File: src/rtl/aux_trk_pkg.sv
package aux_trk_pkg;
  localparam int ST_W = 3;
  localparam int EV_W = 3;
  localparam int SC_W = 2;

  typedef enum logic [ST_W-1:0] {
    ST_CLEAR    = 3'd0,
    ST_PCLEAR   = 3'd1,
    ST_CMP_CLR  = 3'd2,
    ST_CMP_RAW  = 3'd3,
    ST_RESOLVED = 3'd4,
    ST_PASS     = 3'd5,
    ST_AUX_INV  = 3'd6,
    ST_SPARE    = 3'd7
  } trk_state_t;

  typedef enum logic [EV_W-1:0] {
    EV_DRAW_AUX   = 3'd0,
    EV_DRAW_CLR   = 3'd1,
    EV_DRAW_NOAUX = 3'd2,
    EV_FAST_CLR   = 3'd3,
    EV_PFAST_CLR  = 3'd4,
    EV_PART_RES   = 3'd5,
    EV_FULL_RES   = 3'd6,
    EV_AMBIG      = 3'd7
  } trk_event_t;

  localparam logic [SC_W-1:0] SC_GENERAL  = 2'd0;
  localparam logic [SC_W-1:0] SC_LOSSLESS = 2'd1;
  localparam logic [SC_W-1:0] SC_CLR_ONLY = 2'd2;
endpackage

File: src/rtl/aux_trk_next.sv
module aux_trk_next
  import aux_trk_pkg::*;
(
  input  trk_state_t           cur,
  input  logic                 ev_valid,
  input  trk_event_t           ev,
  input  logic [SC_W-1:0]      scheme,
  input  logic                 quirk_en,
  output trk_state_t           nxt,
  output logic                 bad
);
  logic       clr_only_mode;
  logic       lossless_mode;
  trk_state_t res_tgt;
  trk_state_t aux_draw_tgt;
  trk_state_t cand;
  logic       undef;

  assign clr_only_mode = (scheme == SC_CLR_ONLY);
  assign lossless_mode = (scheme == SC_LOSSLESS);
  assign res_tgt       = lossless_mode ? ST_PASS : ST_RESOLVED;
  assign aux_draw_tgt  = quirk_en ? ST_CMP_CLR : ST_CMP_RAW;

  always_comb begin
    cand  = cur;
    undef = 1'b0;
    if (ev == EV_FAST_CLR) begin
      cand = ST_CLEAR;
    end else if (clr_only_mode &&
                 (cur == ST_CLEAR || cur == ST_PCLEAR || cur == ST_PASS)) begin
      case (ev)
        EV_DRAW_CLR:   cand = (cur == ST_PASS) ? ST_PASS : ST_PCLEAR;
        EV_FULL_RES:   if (cur != ST_PASS) cand = ST_PASS; else undef = 1'b1;
        EV_PFAST_CLR:  if (cur == ST_PASS) cand = ST_PCLEAR; else undef = 1'b1;
        EV_DRAW_NOAUX: if (cur != ST_PASS) undef = 1'b1;
        default:       undef = 1'b1;
      endcase
    end else begin
      case (cur)
        ST_CLEAR: case (ev)
          EV_DRAW_AUX: cand = ST_CMP_CLR;
          EV_DRAW_CLR: cand = ST_PCLEAR;
          EV_FULL_RES: cand = res_tgt;
          default:     undef = 1'b1;
        endcase
        ST_PCLEAR: case (ev)
          EV_DRAW_CLR: cand = ST_PCLEAR;
          EV_FULL_RES: cand = res_tgt;
          default:     undef = 1'b1;
        endcase
        ST_CMP_CLR: case (ev)
          EV_DRAW_AUX: cand = ST_CMP_CLR;
          EV_PART_RES: cand = ST_CMP_RAW;
          EV_FULL_RES: cand = res_tgt;
          default:     undef = 1'b1;
        endcase
        ST_CMP_RAW: case (ev)
          EV_DRAW_AUX:  cand = aux_draw_tgt;
          EV_PFAST_CLR: cand = ST_CMP_CLR;
          EV_FULL_RES:  cand = res_tgt;
          default:      undef = 1'b1;
        endcase
        ST_RESOLVED: case (ev)
          EV_DRAW_AUX:   cand = aux_draw_tgt;
          EV_DRAW_NOAUX: cand = ST_AUX_INV;
          EV_AMBIG:      cand = ST_PASS;
          default:       undef = 1'b1;
        endcase
        ST_PASS: case (ev)
          EV_DRAW_AUX:   cand = ST_CMP_RAW;
          EV_DRAW_CLR:   cand = ST_PASS;
          EV_DRAW_NOAUX: cand = ST_PASS;
          EV_PFAST_CLR:  cand = ST_PCLEAR;
          default:       undef = 1'b1;
        endcase
        ST_AUX_INV: case (ev)
          EV_DRAW_NOAUX: cand = ST_AUX_INV;
          EV_AMBIG:      cand = ST_PASS;
          default:       undef = 1'b1;
        endcase
        default: undef = 1'b1;
      endcase
    end
  end

  assign bad = ev_valid && undef;
  assign nxt = (ev_valid && !undef) ? cand : cur;
endmodule

File: src/rtl/aux_trk_flags.sv
module aux_trk_flags
  import aux_trk_pkg::*;
(
  input  trk_state_t st,
  output logic       main_ok,
  output logic       aux_ok
);
  assign main_ok = (st == ST_RESOLVED) || (st == ST_PASS);
  assign aux_ok  = (st != ST_AUX_INV);
endmodule

File: src/rtl/aux_trk_top.sv
module aux_trk_top
  import aux_trk_pkg::*;
(
  input  logic            clk,
  input  logic            rst,
  input  logic            ev_valid,
  input  logic [EV_W-1:0] ev_code,
  input  logic [SC_W-1:0] scheme,
  input  logic            quirk_en,
  output logic [ST_W-1:0] state_o,
  output logic            main_ok_o,
  output logic            aux_ok_o,
  output logic            bad_ev_o
);
  trk_state_t state_q;
  trk_state_t state_d;
  logic       bad_d;
  logic       main_d;
  logic       aux_d;

  aux_trk_next u_next (
    .cur      (state_q),
    .ev_valid (ev_valid),
    .ev       (trk_event_t'(ev_code)),
    .scheme   (scheme),
    .quirk_en (quirk_en),
    .nxt      (state_d),
    .bad      (bad_d)
  );

  aux_trk_flags u_flags (
    .st      (state_d),
    .main_ok (main_d),
    .aux_ok  (aux_d)
  );

  always_ff @(posedge clk) begin
    if (rst) begin
      state_q   <= ST_AUX_INV;
      main_ok_o <= 1'b0;
      aux_ok_o  <= 1'b0;
      bad_ev_o  <= 1'b0;
    end else begin
      state_q   <= state_d;
      main_ok_o <= main_d;
      aux_ok_o  <= aux_d;
      bad_ev_o  <= bad_d;
    end
  end

  assign state_o = state_q;

  p_idle_hold_r12: assert property (@(posedge clk) disable iff (rst)
    !ev_valid |=> ($stable(state_o) && !bad_ev_o));

  p_bad_keeps_state_r12: assert property (@(posedge clk) disable iff (rst)
    ev_valid && bad_d |=> ($stable(state_o) && bad_ev_o));

  p_fast_clear_r2: assert property (@(posedge clk) disable iff (rst)
    ev_valid && ev_code == EV_FAST_CLR |=> (state_o == ST_CLEAR && !bad_ev_o));

  p_main_implies_aux_r11: assert property (@(posedge clk) disable iff (rst)
    main_ok_o |-> aux_ok_o);

  p_aux_bad_only_inv_r11: assert property (@(posedge clk) disable iff (rst)
    !aux_ok_o |-> (state_o == ST_AUX_INV));

  p_clr_only_resolve_r9: assert property (@(posedge clk) disable iff (rst)
    ev_valid && scheme == SC_CLR_ONLY && ev_code == EV_FULL_RES &&
    (state_q == ST_CLEAR || state_q == ST_PCLEAR) |=> state_o == ST_PASS);

  p_lossless_resolve_r8: assert property (@(posedge clk) disable iff (rst)
    ev_valid && scheme == SC_LOSSLESS && ev_code == EV_FULL_RES &&
    state_q == ST_CMP_CLR |=> state_o == ST_PASS);
endmodule

File: config.mk
export PLATFORM = sky130hd
export DESIGN_NAME = aux_trk_top
export DESIGN_NICKNAME = d
export VERILOG_FILES = /design/src/rtl/aux_trk_pkg.sv /design/src/rtl/aux_trk_next.sv /design/src/rtl/aux_trk_flags.sv /design/src/rtl/aux_trk_top.sv
export SDC_FILE = /design/constraint.sdc
export NUM_CORES = 1
export LEC_CHECK = 0
export BUFFER_PORTS_ARGS = -buffer_cell sky130_fd_sc_hd__buf_2
export CAP_MARGIN = 20
export CORE_MARGIN = 4
export CORE_UTILIZATION = 45
export CTS_BUF_LIST = sky130_fd_sc_hd__clkbuf_8 sky130_fd_sc_hd__clkbuf_16
export CTS_CLUSTER_DIAMETER = 100
export DETAILED_ROUTE_END_ITERATION = 16
export PLACE_DENSITY = 0.68
export SYNTH_ARGS = -nofsm -noshare
export SYNTH_HDL_FRONTEND = slang
export SYNTH_HIERARCHICAL = 1
export SYNTH_SLANG_ARGS = --single-unit
File: constraint.sdc
create_clock -name clk -period 6.4 [get_ports clk]
set_input_delay 0.64 -clock clk [delete_from_list [all_inputs] [get_ports clk]]
set_output_delay 0.64 -clock clk [all_outputs]
set_load 0.03 [all_outputs]
### Word level (Yosys, flattened, before mapping)

Cells that the tools add are included.

| storage, ports and cells | value |
|---|---|
| flip-flop bits (word level) | 6 |
| output and inout port bits | 6 |

| cells by class | value |
|---|---|
| eq/ne operators | 19 |
| mux-type cells | 31 |
| reduce and logical (&&, ||, !) cells | 17 |

Operators with widths:

| cell | number |
|---|---|
| 3-bit one-hot mux with 3 select lines | 6 |
| 3-bit == test, second input constant | 9 |
| 3-bit one-hot mux with 7 select lines | 1 |
| 3-bit 2-to-1 mux | 6 |
| 1-bit 2-to-1 mux | 14 |
| 3-bit by 2-bit == test with 1-bit output, second input constant | 4 |
| 3-bit one-hot mux with 2 select lines | 2 |
| 3-bit OR reduction | 4 |
| 1-bit one-hot mux with 7 select lines | 1 |
| 3-bit by 1-bit == test with 1-bit output, second input constant | 2 |
| 3-bit zero test | 2 |
| 3-bit != test, second input constant | 2 |
| 2-bit OR reduction | 3 |
| 1-bit one-hot mux with 4 select lines | 1 |
| 4-bit OR reduction | 1 |
| 1-bit logical AND | 3 |
| 1-bit logical OR | 3 |
| 2-bit by 1-bit == test with 1-bit output, second input constant | 1 |
| 2-bit == test, second input constant | 1 |
| 1-bit zero test | 1 |

### Longest topological paths before layout

| depth | value |
|---|---|
| depth in word-level cells | 11 |
| gate-level depth with buffers | 10 |

### Modules after synthesis

Netlist, hierarchy kept.

Modules (own cells, without submodules):

| module | times used | cells each | area an instance (um^2) |
|---|---|---|---|
| aux_trk_next | 1 | 86 | 605.6 |
| aux_trk_top | 1 | 12 | 157.7 |
| aux_trk_flags | 1 | 2 | 13.8 |

### Worst setup path before layout

OpenSTA, ideal clock, no wires.

| path | value |
|---|---|
| kind | input to register |
| start | input ev_code[0] |
| end | register main_ok_o |
| arrival | 2.291 ns |
| path slack | 3.996 ns |
| cell stages on the path | 9 |
| cell sequence | buf_6 > or3b_4 > o221ai_2 > o311a_1 > a32o_4 > o21ai_2 > a211o_1 > nor2b_1 > nor2b_1 |

| on the way | value |
|---|---|
| word-level cells in the longest chain between the ends | 11 |
| elaborated cells on any way between the ends | 44 |
| classes of those cells | eq/ne: 9; mux: 23; reduce/logical: 12 |

Ends and longest elaborated chain:

| element | line | source |
|---|---|---|
| start: declaration | aux_trk_top.sv:7 | `input logic [EV_W-1:0] ev_code,` |
| 3-bit by 1-bit == test with 1-bit output (tied with other cells) | -- |  |
| 4-bit OR reduction (no line) (tied with other cells) | -- |  |
| 1-bit 2-to-1 mux (tied with other cells) | aux_trk_next.sv:69 | `ST_PASS: case (ev)` |
| 1-bit one-hot mux with 7 select lines | aux_trk_next.sv:39 | `case (cur)` |
| 1-bit 2-to-1 mux | aux_trk_next.sv:29 | `end else if (clr_only_mode &&` |
| 1-bit 2-to-1 mux | aux_trk_next.sv:27 | `if (ev == EV_FAST_CLR) begin` |
| 1-bit zero test | aux_trk_next.sv:87 | `assign nxt = (ev_valid && !undef) ? cand : cur;` |
| 1-bit logical AND | aux_trk_next.sv:87 |  |
| 3-bit 2-to-1 mux (*) | aux_trk_next.sv:87 |  |
| via state_d[2] | aux_trk_top.sv:16 | `trk_state_t state_d;` |
| 3-bit == test | aux_trk_flags.sv:8 | `assign main_ok = (st == ST_RESOLVED) \|\| (st == ST_PASS);` |
| 1-bit logical OR (*) | aux_trk_flags.sv:8 |  |
| via main_d | aux_trk_top.sv:18 | `logic main_d;` |
| end signal: assignment | aux_trk_top.sv:45 | `main_ok_o <= main_d;` |
| end: declaration | aux_trk_top.sv:11 | `output logic main_ok_o,` |

Mark *: on every way through the listed nets, which the timed path passes. The rest lies on a longest branch.
A chain may end at the register's enable or synchronous reset.

### Final worst setup path

| path | value |
|---|---|
| start | register state_q[2], in the netlist state_o[2] |
| end | register main_ok_o |

| on the way | value |
|---|---|
| word-level cells in the longest chain between the ends | 11 |
| elaborated cells on any way between the ends | 38 |
| classes of those cells | eq/ne: 9; mux: 22; reduce/logical: 7 |

Ends and longest elaborated chain:

| element | line | source |
|---|---|---|
| start: declaration | aux_trk_top.sv:15 | `trk_state_t state_q;` |
| start signal: assignment | aux_trk_top.sv:44 | `state_q <= state_d;` |
| branches (longest 8 deep; another with 1-bit one-hot mux with 4 select lines) | -- |  |
| 3-bit 2-to-1 mux (*) | aux_trk_next.sv:87 |  |
| via state_d[2] | aux_trk_top.sv:16 |  |
| 3-bit == test | aux_trk_flags.sv:8 |  |
| 1-bit logical OR (*) | aux_trk_flags.sv:8 |  |
| via main_d | aux_trk_top.sv:18 |  |

Mark *: on every way through the listed nets, which the timed path passes.

==> reports/metrics.csv <==
metric,value,unit
relSlewSlack,0.570,
worstSetupPathType,flip-flop to flip-flop,
endpoint_kind,flip-flop,
synth_top_area_cell,dfxtp_1,
cts_hold_buf,0,
via_count,803,
totalPowerFinal,0.176,mW
seq_area_frac_synth,0.155,
cp_common_cell,nor2b_1,
start_kind,flip-flop,
async_flop_share,0,
wirelength,1.84,mm
setup_tns,0,ns
fin_worst_skew,0.000667,ns
post-route-util,0.531,
antenna_left,0,
drv_cap,0,
first_iter_violations,31,
core-area,0.00158,mm^2
grt_pass1_vias,708,
arrival,2.69,ns
diodes,0,
hpwlAfterDp,1.34,mm
grt_usage,0.158,
finalCritPeriodShare,0.403,
io_buffers,14,
p_leak,0.332,nW
io_pins,15,
antenna_found_initial,0,
first_pass_iters,4,
status,"finished, final reports clean",
die_h,49.6,um
ys.flop_type,dfxtp_1,
ys_types,46,
grt_overflow,0,
ys_ff_latch,6,
ff2ff_path_depth,8,
area_delta_synth_final,7.73,%
tightest_slew,0.645,ns
r2r_slack,3.82,ns
synth_nets,109,
clock-sinks,6,
final-max-slew-violation-count,0,
finalHoldViolCount,0,
syn_avg_cell_area,7.77,um^2
rows,14,
nets,119,
powerDensity,210,mW/mm^2
r2r-end,main_ok_o,
cts_made_buffers,3,
critPathTopFamily,compound AO/OA/AOI/OAI gates,
drive_above_1_share,0.231,
postLayoutCellArea,837,um^2
hp-start,rst,
yosys_warnings,6,
path_cells,"nand2b_1, xnor2_1, a2111o_1, a32o_4, and4_1, a211o_1, nor2b_1, nor2b_1",
hold_end,state_o[0],
drc_errors,0,
slowest_delay,0.72,ns
via_per_inst,6.48,
worst_path_max_delay_cell,dfxtp_1,
critPathRequiredTime,6.51,ns
crit_fanout,19,
fp.dieW,49.6,um
timing.rr.start,state_o[2],
grt_first_pass_wirelength,3.08,mm
timing.final.crit_period,2.58,ns
post-cts-setup-buffers,0,
syn-cell-area,777,um^2
clockBufferDepth,2,
wl_per_cell,14.8,um
rsz0062_at_grt,no,
cts_tree,built,
grt_max_degree,20,
fp.dieArea,0.00246,mm^2
peakVddDrop,0.180,mV
cts_root_buf,clkbuf_8,
place_area,796,um^2
path_buf_inv,0,
clkTransAtPathRegs,0.03,ns
cts_resized,0,
gp_congestion,0.824,
synth_area_leaders,"dfxtp_1 15%, nor2b_1 7.2%, buf_6 4.3%",
clk_latency,0.22,ns
initial_utilization,0.493,
cts.htree.levels,1,
setup_violations,0,
syn_inst,100,
holdPathStages,2,
synth_edf_count,0,
hp-class,primary input to flip-flop,
yosysTopAreaCellShare,0.155,
max_freq,388,MHz
## state kept, by name, indices dropped and copies added (netlist names)
register and flops:
state_o 3, aux_ok_o 1, bad_ev_o 1, main_ok_o 1
## cells by family (layout without fill, tap and decap cells)
logic type	after synthesis	after routing	share of synthesized area
AND/OR/NAND/NOR	42	42	0.319
flip-flops	6	6	0.155
AO/OA/AOI/OAI	34	34	0.353
multiplexers	3	3	0.0403
buffers and inverters	13	21	0.111
XOR/XNOR	2	2	0.0225
## per-stage QoR
stage               hold WS (ns)  std cells  worst slack (ns)
finish                     0.643        124              3.82
CTS                        0.643        124              3.83
global route               0.659        124              3.69
global placement           0.870        121              3.74
floorplan                  0.712        100              4.00
detailed placement         0.874        121              3.70
## layout by cell type, fill, tap and decap left out, drive strengths merged, types with 2 or more instances in the layout
master / instances
or2: 3
or3b: 2
nand2b: 4
nor2b: 9
buf: 14
a21oi: 6
nand2: 5
clkbuf: 3
mux2i: 2
and2b: 2
nor2: 5
o211a: 2
o21ai: 6
nor3: 5
xnor2: 2
o31ai: 4
dfxtp: 6
nand3: 2
a2111oi: 2
inv: 4
## Yosys cell counts (2+ instances only)
cell	n
nor2b_1	9
a21oi_1	6
dfxtp_1	6
nand2_1	5
nor2_1	5
nor3_1	5
inv_1	4
nand2b_1	4
o31ai_1	4
buf_2	3
buf_4	3
buf_6	3
o21ai_0	3
a2111oi_0	2
mux2i_1	2
nand3_1	2
o211a_1	2
o21ai_2	2
or2_1	2
xnor2_1	2
## report_power, final
group / internal [mW] / total (mW) / leakage, nW / switching (mW)
sequential: 0.0424 / 0.0504 / 0.0492 / 0.00799
clock: 0.0403 / 0.0552 / 0.0216 / 0.0149
combinational: 0.0309 / 0.0704 / 0.261 / 0.0395
total: 0.114 / 0.176 / 0.332 / 0.0624
## cell type report
class	instances	area, um^2
fill	152	739
multi-input combinational	81	571
sequential	6	120
timing repair buffer	14	70.1
clock buffer	3	41.3
tap	16	20.0
inverter	4	15.0
## how the worst max path moves through the flow
stage / start / endpoint / slack, ns / depth (start not counted)
3_3_place_gp: ev_code[0] / aux_ok_o / 3.74 / 9
3_5_place_dp: ev_code[0] / main_ok_o / 3.70 / 9
4_1_cts: state_o[2] / main_ok_o / 3.83 / 8
6_report: state_o[2] / main_ok_o / 3.82 / 8
5_1_grt: state_o[2] / main_ok_o / 3.69 / 8
2_1_floorplan: ev_code[0] / main_ok_o / 4.00 / 9
## metal layers
layer,share of wire,global-route usage
met5,0,0
met2,0.50,0.275
met4,0.0076,0.0461
met1,0.43,0.184
met3,0.062,0.0452
(Power assumes the default switching activity.)
